===== config.mk =====
export PLATFORM = sky130hd
export DESIGN_NAME = relflag_branch_unit
export DESIGN_NICKNAME = d
export VERILOG_FILES = /design/src/rtl/cbu_pkg.sv /design/src/rtl/cbu_ctrl.sv /design/src/rtl/cbu_datapath.sv /design/src/rtl/relflag_branch_unit.sv
export SDC_FILE = /design/constraint.sdc
export NUM_CORES = 1
export LEC_CHECK = 0
export BUFFER_PORTS_ARGS = -buffer_cell sky130_fd_sc_hd__buf_2
export CORE_AREA = 3 3 83 85
export CTS_CLUSTER_SIZE = 20
export DETAILED_ROUTE_END_ITERATION = 12
export DIE_AREA = 0 0 86 88
export GPL_TIMING_DRIVEN = 0
export PLACE_DENSITY = 0.83
export SLEW_MARGIN = 20
export SYNTH_ARGS = -nofsm -noshare
export SYNTH_HDL_FRONTEND = slang
export SYNTH_SLANG_ARGS = --single-unit

===== constraint.sdc =====
create_clock -name clk -period 3.4 [get_ports clk]
set_clock_uncertainty 0.15 [all_clocks]
set_input_delay 0.34 -clock clk [delete_from_list [all_inputs] [get_ports clk]]
set_output_delay 0.34 -clock clk [all_outputs]
set_load 0.05 [all_outputs]

===== src/rtl/cbu_pkg.sv =====
package cbu_pkg;
  localparam int WORD_W    = 32;
  localparam int NUM_FLAGS = 6;
  localparam int COND_W    = 3;

  // flag bit positions (bit 5 down to bit 0 matches trace order)
  localparam int F_EQ = 0;
  localparam int F_NE = 1;
  localparam int F_LT = 2;
  localparam int F_LE = 3;
  localparam int F_GT = 4;
  localparam int F_GE = 5;

  typedef enum logic [1:0] {
    MODE_IMM_REG = 2'd0,
    MODE_REG_REG = 2'd1,
    MODE_REG_IMM = 2'd2,
    MODE_BAD     = 2'd3
  } cmp_mode_e;

  typedef enum logic [COND_W-1:0] {
    COND_ALWAYS = 3'd0,
    COND_EQ     = 3'd1,
    COND_NE     = 3'd2,
    COND_LT     = 3'd3,
    COND_LE     = 3'd4,
    COND_GT     = 3'd5,
    COND_GE     = 3'd6,
    COND_NEVER  = 3'd7
  } br_cond_e;

  typedef struct packed {
    logic                 ctxWr;
    logic                 cmpWr;
    logic                 srcFromImm;
    logic                 dstFromImm;
    logic                 brReq;
    logic                 brAlways;
    logic [NUM_FLAGS-1:0] brMask;
  } ctrl_strobe_t;
endpackage


===== src/rtl/cbu_ctrl.sv =====
module cbu_ctrl
  import cbu_pkg::*;
(
  input  logic              cmpValid,
  input  logic [1:0]        cmpMode,
  input  logic              ctxLoad,
  input  logic              brValid,
  input  logic [COND_W-1:0] brCond,
  output ctrl_strobe_t      strobe
);
  always_comb begin
    strobe            = '0;
    strobe.ctxWr      = ctxLoad;
    strobe.cmpWr      = cmpValid && !ctxLoad && (cmp_mode_e'(cmpMode) != MODE_BAD);
    strobe.srcFromImm = (cmp_mode_e'(cmpMode) == MODE_IMM_REG);
    strobe.dstFromImm = (cmp_mode_e'(cmpMode) == MODE_REG_IMM);
    strobe.brReq      = brValid;
    case (br_cond_e'(brCond))
      COND_ALWAYS: strobe.brAlways   = 1'b1;
      COND_EQ:     strobe.brMask[F_EQ] = 1'b1;
      COND_NE:     strobe.brMask[F_NE] = 1'b1;
      COND_LT:     strobe.brMask[F_LT] = 1'b1;
      COND_LE:     strobe.brMask[F_LE] = 1'b1;
      COND_GT:     strobe.brMask[F_GT] = 1'b1;
      COND_GE:     strobe.brMask[F_GE] = 1'b1;
      default:     strobe.brMask     = '0;
    endcase
  end
endmodule


===== src/rtl/cbu_datapath.sv =====
module cbu_datapath
  import cbu_pkg::*;
#(
  parameter int W  = WORD_W,
  parameter int NF = NUM_FLAGS
) (
  input  logic          clk,
  input  logic          rstN,
  input  ctrl_strobe_t  strobe,
  input  logic [W-1:0]  cmpSrcReg,
  input  logic [W-1:0]  cmpDstReg,
  input  logic [W-1:0]  cmpImm,
  input  logic [NF-1:0] ctxFlagsIn,
  input  logic [W-1:0]  brTarget,
  input  logic [W-1:0]  pcInc,
  output logic [NF-1:0] flags,
  output logic          brTaken,
  output logic [W-1:0]  nextPc
);
  logic [W-1:0]  srcOp, dstOp;
  logic [NF-1:0] relFlags;
  logic [NF-1:0] flagReg;

  assign srcOp = strobe.srcFromImm ? cmpImm : cmpSrcReg;
  assign dstOp = strobe.dstFromImm ? cmpImm : cmpDstReg;

  always_comb begin
    relFlags       = '0;
    relFlags[F_GT] = $signed(dstOp) >  $signed(srcOp);
    relFlags[F_GE] = $signed(dstOp) >= $signed(srcOp);
    relFlags[F_LT] = $signed(dstOp) <  $signed(srcOp);
    relFlags[F_LE] = $signed(dstOp) <= $signed(srcOp);
    relFlags[F_EQ] = dstOp == srcOp;
    relFlags[F_NE] = dstOp != srcOp;
  end

  always_ff @(posedge clk) begin
    if (!rstN)             flagReg <= '0;
    else if (strobe.ctxWr) flagReg <= ctxFlagsIn;
    else if (strobe.cmpWr) flagReg <= relFlags;
  end

  assign flags   = flagReg;
  assign brTaken = strobe.brReq && (strobe.brAlways || |(flagReg & strobe.brMask));
  assign nextPc  = brTaken ? brTarget : pcInc;
endmodule


===== src/rtl/relflag_branch_unit.sv =====
module relflag_branch_unit
  import cbu_pkg::*;
(
  input  logic                 clk,
  input  logic                 rstN,
  input  logic                 cmpValid,
  input  logic [1:0]           cmpMode,
  input  logic [WORD_W-1:0]    cmpSrcReg,
  input  logic [WORD_W-1:0]    cmpDstReg,
  input  logic [WORD_W-1:0]    cmpImm,
  input  logic                 ctxLoad,
  input  logic [NUM_FLAGS-1:0] ctxFlagsIn,
  input  logic                 brValid,
  input  logic [COND_W-1:0]    brCond,
  input  logic [WORD_W-1:0]    brTarget,
  input  logic [WORD_W-1:0]    pcInc,
  output logic [NUM_FLAGS-1:0] flags,
  output logic                 brTaken,
  output logic [WORD_W-1:0]    nextPc
);
  ctrl_strobe_t strobe;

  cbu_ctrl i_ctrl (
    .cmpValid (cmpValid),
    .cmpMode  (cmpMode),
    .ctxLoad  (ctxLoad),
    .brValid  (brValid),
    .brCond   (brCond),
    .strobe   (strobe)
  );

  cbu_datapath #(.W(WORD_W), .NF(NUM_FLAGS)) i_dp (
    .clk        (clk),
    .rstN       (rstN),
    .strobe     (strobe),
    .cmpSrcReg  (cmpSrcReg),
    .cmpDstReg  (cmpDstReg),
    .cmpImm     (cmpImm),
    .ctxFlagsIn (ctxFlagsIn),
    .brTarget   (brTarget),
    .pcInc      (pcInc),
    .flags      (flags),
    .brTaken    (brTaken),
    .nextPc     (nextPc)
  );
endmodule


==> results.py, run 1 <==
metrics = {
    "cells_and_area": {
        "syn2layout_area_growth_pct": 55.1,
        "largest_reg_flops": 6,
        "drive_above_1_share_pct": 46.4,
        "final_cell_mix": "buf_2, nand2_1, mux2i_1, ha_1, mux2_1",
        "fill_cells": 611,
        "final_cell_area_mm2": 0.00343,
        "final_nets": 732,
        "final_common_cell": "buf_2",
        "utilization_pct": 54.7,
        "fin_cells": 600,
    },
    "sta": {
        "tightest_slew_ns": 0.528,
        "hold_violations": 0,
        "maxSlewHeadroom_pct": 64.8,
        "report.final.slew_viol_count": 0,
        "fin_ws_ns": 0.290,
        "post-route-min-period_ns": 3.11,
        "fin_crit_sh_pct": 91.5,
        "rsz0062_at_grt": "no",
        "setup_viol": 0,
        "max_freq_mhz": 322,
    },
    "detailed_routing": {
        "vias": 3017,
        "first_pass_iters": 5,
        "routedWlPerCell_um": 15.0,
        "drt-total-wl_um": 9030,
        "ant_nets": 0,
        "via_per_inst": 5.03,
        "dr.first_iter.drc_count": 73,
        "post-route-drc-count": 0,
    },
    "clock_network": {
        "cts_made_buffers": 3,
        "cts_tree": "done",
        "cts_max_level": 1,
        "clock_latency_ns": 0.22,
        "cts_setup_buffers": 0,
        "clockRootBuffer": "clkbuf_8",
        "clkSlewWorstSetupHoldPaths_ns": 0.04,
        "cts.sinks": 6,
        "clockBufferDepth": 2,
        "holdBufCountCts": 0,
    },
    "worst_setup_path": {
        "path_cells": "buf_2 > nor2_2 > clkbuf_2 > mux2i_1 > ha_1 > nand4_2 > or4_4 > nor4_2 > nor3_1 > a21oi_1 > a311oi_2",
        "end_kind": "flop",
        "worstSetupStartpointType": "primary input",
        "critPathLaunch": "cmpMode[1]",
        "rrSetupSlack_ns": 2.34,
        "critical_path_buf_inv_count": 2,
        "crit_type": "primary input to flop",
        "critical-path-top-delay-family": "simple AND/OR/NAND/NOR gates",
        "cp_data_arrival_time_ns": 3.05,
        "r2r-end": "i_dp.flags[4]",
        "crit_required_ns": 3.35,
        "r2r_cells": 4,
        "slowest_delay_ns": 0.57,
        "slowest_stage": "or4_4",
        "r2r-start": "i_dp.flags[4]",
        "cp_max_fo": 10,
    },
    "floorplan": {
        "placementRows": 29,
        "chipWidth_um": 86,
        "core_area_mm2": 0.00628,
        "die_area_mm2": 0.00757,
        "boundaryPins": 215,
        "die_y_um": 88,
        "floorplan.initialDensity_pct": 35.2,
    },
    "synthesis": {
        "synth_cells": 305,
        "syn_area_per_cell_um2": 7.25,
        "netlist_area_mm2": 0.00221,
        "synth_nets": 513,
        "yosys_register_bits": 6,
        "ys_types": 40,
        "yosysWarnings": 0,
        "ys_seq_area_share_pct": 5.43,
    },
    "placement": {
        "gp_congestion": 0.858,
        "hpwl_um": 8080,
        "place_area_mm2": 0.00338,
        "numPortBuffers": 214,
        "placed_cells": 596,
        "dp_slack_ns": -0.345,
    },
    "power_and_ir_drop": {
        "p_int_uw": 384,
        "switchingPower_uw": 392,
        "combPwrFrac_pct": 75.8,
        "p_sw_share_pct": 50.5,
        "clkPwrFrac_pct": 13.6,
        "p_seq_share_pct": 10.6,
        "ir_drop_uv": 141,
        "total_leakage_power_nw": 1.94,
        "power_density_mw_per_mm2": 226,
    },
    "job": {
        "drv_cap": 0,
    },
    "hold_path": {
        "min_from": "ctxFlagsIn[1]",
        "whs_endpoint": "i_dp.flags[1]",
        "hold_class": "primary input to flop",
        "whs_path_depth": 3,
    },
    "outcome": {
        "status": "finished, final reports clean",
    },
    "global_route": {
        "antenna_found_initial": 1,
        "grt_max_degree": 11,
        "gr-total-overflow": 0,
        "grt_first_pass_wirelength_um": 13200,
        "grt.total_usage_pct": 21.9,
        "first_global_vias": 2875,
    },
}
==> tightest hold or removal path, delay by kind of cell <==
| family | cells | cell delay, ns |
|---|---|---|
| buf+inv | 1 | 0.08 |
| simple gates | 1 | 0.07 |
| compound gates | 1 | 0.05 |
==> repair_timing <==
item,CTS,global route
gates cloned,0,0
resized for setup,3,7
pin swaps,0,0
endpoints found under the setup margin,3,3
hold endpoints to repair,0,0
==> final cells by class <==
| cell class | instances | area, µm² | share of cell area [%] |
|---|---|---|---|
| multi-input cells | 281 | 2020 | 58.9 |
| repair buffers | 214 | 1070 | 31.2 |
| flip-flops and latches | 6 | 120 | 3.50 |
| well taps | 77 | 96.3 | 2.81 |
| plain buffers | 15 | 68.8 | 2.01 |
| clock buffers | 3 | 41.3 | 1.20 |
| inverters | 3 | 11.3 | 0.328 |
| diodes | 1 | 2.50 | 0.0729 |
==> stage by stage <==
step,total power [mW],TNS (ns),hold slack [ns]
floorplan,0.471,0,0.326
finish,0.775,0,0.202
global placement,0.655,-1.14,0.393
detailed placement,0.669,-1.50,0.418
global route,0.835,0,0.261
CTS,0.778,0,0.202
==> power by group through the flow <==
stage | Sequential [mW] | Clock [mW] | Combinational, mW
CTS | 0.0821 | 0.107 | 0.589
finish | 0.0825 | 0.105 | 0.587
global placement | 0.0828 | 0 | 0.572
floorplan | 0.103 | 0 | 0.368
global route | 0.0830 | 0.110 | 0.642
detailed placement | 0.0831 | 0 | 0.586
==> worst max path at each step <==
stage,endpoint,cells past startpoint
after global placement,i_dp.flags[4],11
after global routing,i_dp.flags[4],13
after detailed placement,i_dp.flags[4],11
after CTS,i_dp.flags[4],11
after floorplan,i_dp.flags[4],10
final,i_dp.flags[4],11
==> synth_stat cells <==
| master | number | share of area (%) |
|---|---|---|
| nand2_1 | 101 | 17 |
| mux2i_1 | 33 | 15 |
| ha_1 | 32 | 18 |
| mux2_1 | 29 | 15 |
| a21oi_1 | 15 | 3.4 |
| clkbuf_1 | 10 | 1.7 |
| nor2_1 | 9 | 1.5 |
| dfxtp_1 | 6 | 5.4 |
| nand4_1 | 6 | 1.7 |
| o21ai_0 | 6 | 1.4 |
| a211oi_1 | 5 | 1.7 |
| buf_2 | 5 | 1.1 |
| nor3_1 | 5 | 1.1 |
| mux2_2 | 4 | 2.0 |
| o21ai_1 | 4 | 0.91 |
| inv_1 | 3 | 0.51 |
| a21o_1 | 2 | 0.68 |
| nand2_4 | 2 | 1.0 |
| nand2b_1 | 2 | 0.57 |
| nand3_1 | 2 | 0.45 |
| nor2b_1 | 2 | 0.57 |
| o21a_1 | 2 | 0.68 |
| o22ai_1 | 2 | 0.57 |
| or4_4 | 2 | 1.0 |
| a211o_1 | 1 | 0.40 |
| a22oi_1 | 1 | 0.34 |
| a2bb2oi_1 | 1 | 0.40 |
| a311oi_2 | 1 | 0.68 |
| a31oi_4 | 1 | 0.96 |
| and2_1 | 1 | 0.28 |
| nand3b_1 | 1 | 0.34 |
| nand4_2 | 1 | 0.57 |
| nor3b_1 | 1 | 0.34 |
| nor4_1 | 1 | 0.28 |
| nor4_2 | 1 | 0.57 |
| o211ai_1 | 1 | 0.34 |
| o21ai_2 | 1 | 0.40 |
| o21bai_1 | 1 | 0.34 |
| o2bb2ai_1 | 1 | 0.40 |
| or2b_2 | 1 | 0.40 |
==> metal layers <==
metal  routed length (µm)  vias up  track usage, %
met5                    0        -               0
met4                  206        0            7.63
met3                  906       21            6.87
met2                 4650      136            42.7
met1                 3260     1329            21.7
li1                     -     1531               -
==> kinds of logic (layout without fill, tap and decap cells) <==
| logic type | count (synthesis) | after routing | share of synthesized area, % |
|---|---|---|---|
| AOI/OAI and AO/OA | 45 | 45 | 13.5 |
| buffers and inverters | 18 | 235 | 3.34 |
| adders and majority gates | 32 | 32 | 18.1 |
| DFF | 6 | 6 | 5.43 |
| and+or+nand+nor | 138 | 138 | 27.9 |
| muxes | 66 | 66 | 31.7 |
| other | 0 | 1 | 0 |
No activity file was read; power rests on OpenSTA's default activity.
==> inputs of run 2 (changes only) <==
--- a/config.mk
+++ b/config.mk
@@ -6,12 +6,14 @@
 export NUM_CORES = 1
 export LEC_CHECK = 0
 export BUFFER_PORTS_ARGS = -buffer_cell sky130_fd_sc_hd__buf_2
-export CORE_AREA = 3 3 83 85
+export CELL_PAD_IN_SITES_DETAIL_PLACEMENT = 1
+export CELL_PAD_IN_SITES_GLOBAL_PLACEMENT = 2
+export CORE_MARGIN = 3
+export CORE_UTILIZATION = 17
 export CTS_CLUSTER_SIZE = 20
 export DETAILED_ROUTE_END_ITERATION = 12
-export DIE_AREA = 0 0 86 88
 export GPL_TIMING_DRIVEN = 0
-export PLACE_DENSITY = 0.83
+export PLACE_DENSITY = 0.87
 export SLEW_MARGIN = 20
 export SYNTH_ARGS = -nofsm -noshare
 export SYNTH_HDL_FRONTEND = slang
==> run 2 against run 1 <==
  * Clock power up 78%
  * Setup slack better by 0.040 ns
  * Largest power group unchanged
  * Count of clock-buffer cells in the layout unchanged
  * Sequential cell count unchanged
  * Cell count up 16%
  * First-iteration DRC count down 33%
  * Largest cell class unchanged
==> results.py, run 2 (synthesis gave the netlist of run 1 again) <==
metrics = {
    "floorplan": {
        "die_area_mm2": 0.0144,
        "placementRows": 41,
        "die_y_um": 120,
        "floorplan.initialDensity_pct": 17.5,
        "chipWidth_um": 120,
        "boundaryPins": 215,
        "core_area_mm2": 0.0127,
    },
    "sta": {
        "max_freq_mhz": 326,
        "tns_ns": 0,
        "hold_violations": 0,
        "rsz0062_at_grt": "no",
        "maxSlewHeadroom_pct": 65.1,
        "report.final.slew_viol_count": 0,
        "setup_viol": 0,
        "holdWs_ns": 0.225,
        "fin_crit_sh_pct": 90.3,
        "post-route-min-period_ns": 3.07,
        "tightest_slew_ns": 0.523,
    },
    "worst_setup_path": {
        "crit_cells": 13,
        "slowest_delay_ns": 0.63,
        "r2r_cells": 4,
        "crit_required_ns": 3.34,
        "path_cells": "buf_2 > nand2b_1 > clkbuf_1 > clkbuf_1 > nand2_1 > nand2_1 > ha_1 > nand4_1 > or4_4 > nor4_4 > nor3_1 > a21oi_1 > a311oi_2",
        "crit_type": "primary input to flop",
        "critical_path_buf_inv_count": 3,
        "slowest_stage": "or4_4",
        "worstSetupStartpointType": "primary input",
        "end_kind": "flop",
        "cp_data_arrival_time_ns": 3.01,
        "cp_max_fo": 10,
        "critical-path-top-delay-family": "simple AND/OR/NAND/NOR gates",
    },
    "detailed_routing": {
        "routedWlPerCell_um": 15.2,
        "dr.first_iter.drc_count": 49,
        "drt-total-wl_um": 10500,
        "vias": 3071,
        "first_pass_iters": 4,
        "post-route-drc-count": 0,
        "ant_nets": 0,
        "via_per_inst": 4.43,
    },
    "global_route": {
        "grt_max_degree": 11,
        "first_global_vias": 3345,
        "antenna_found_initial": 0,
        "grt_first_pass_wirelength_um": 15900,
        "grt.total_usage_pct": 13.4,
        "gr-total-overflow": 0,
    },
    "placement": {
        "numPortBuffers": 214,
        "gp_congestion": 0.810,
        "placed_cells": 691,
        "hpwl_um": 9500,
    },
    "hold_path": {
        "hold_class": "primary input to flop",
        "whs_path_depth": 3,
    },
    "clock_network": {
        "clock_latency_ns": 0.22,
        "clkSlewWorstSetupHoldPaths_ns": 0.03,
        "cts_max_level": 1,
        "cts_setup_buffers": 0,
        "clockRootBuffer": "clkbuf_16",
        "clockBufferDepth": 2,
        "cts_tree": "done",
        "cts.sinks": 6,
        "cts_made_buffers": 3,
    },
    "outcome": {
        "status": "finished, final reports clean",
    },
    "cells_and_area": {
        "fin_cells": 694,
        "syn2layout_area_growth_pct": 62.7,
        "final_nets": 732,
        "antennaDiodeCount": 0,
        "final_cell_mix": "buf_2, nand2_1, mux2i_1, ha_1, mux2_1",
        "largest_reg_flops": 6,
        "drive_above_1_share_pct": 46.7,
        "final_common_cell": "buf_2",
        "utilization_pct": 28.4,
    },
    "power_and_ir_drop": {
        "power_uw": 871,
        "total_leakage_power_nw": 1.97,
        "power_density_mw_per_mm2": 242,
        "ir_drop_uv": 136,
    },
    "job": {
        "drv_cap": 0,
    },
}
==> run 2: cell types whose count changed in the layout (fill, tap and decap cells not counted), sizes merged <==
cell / previous run / this run
clkbuf: 11 / 12
buf: 221 / 220
diode: 1 / 0
==> run 2: tightest hold or removal path, cell delays in order <==
cell	delay (ns)
buf_2	0.07
o21ai_0	0.06
nor2_1	0.09
==> run 2: path summary, 6_finish.rpt <==
kind | from | endpoint | slack (ns)
hold reg to reg | i_dp.flags[2] | i_dp.flags[2] | 0.47
setup reg to reg | i_dp.flags[4] | i_dp.flags[4] | 2.29
hold / removal | ctxFlagsIn[0] | i_dp.flags[0] | 0.22
setup / recovery | cmpMode[0] | i_dp.flags[4] | 0.33
==> run 2: where the power goes <==
part	switching, mW	internal, mW	leakage [nW]
sequential	0.00654	0.0770	0.0498
clock	0.0365	0.151	0.0370
combinational	0.368	0.232	1.88
total	0.411	0.460	1.97
==> run 2: final cells by class <==
type / instances / area [µm²]
multi-input cells: 281 / 2030
repair buffers: 214 / 1070
fillers: 1626 / 9070
inverters: 3 / 11.3
clock buffers: 3 / 75.1
plain buffers: 15 / 76.3
flip-flops and latches: 6 / 120
well taps: 172 / 215
==> run 2: timing repair <==
action	in CTS	in global routing
hold buffers	0	0
gates resized for setup	3	15
endpoints found under the setup margin	6	6
==> run 2: per-layer routing <==
layer / GRT usage [%] / up-vias / share of wire (%) / wire, µm
met3: 2.92 / 6 / 8.7 / 912
met5: 0 / - / 0 / 0
met4: 1.79 / 0 / 0.79 / 83
li1: - / 1524 / - / -
met2: 25.9 / 150 / 50 / 5280
met1: 15.2 / 1391 / 40 / 4260
==> run 2: metrics by stage <==
step	instance area, µm²	setup WS [ns]
after floorplan	2210	0.270
after CTS	3580	0.00176
final	3600	0.330
after global placement	3500	-0.451
after global routing	3600	0.00356
after detailed placement	3500	-0.536
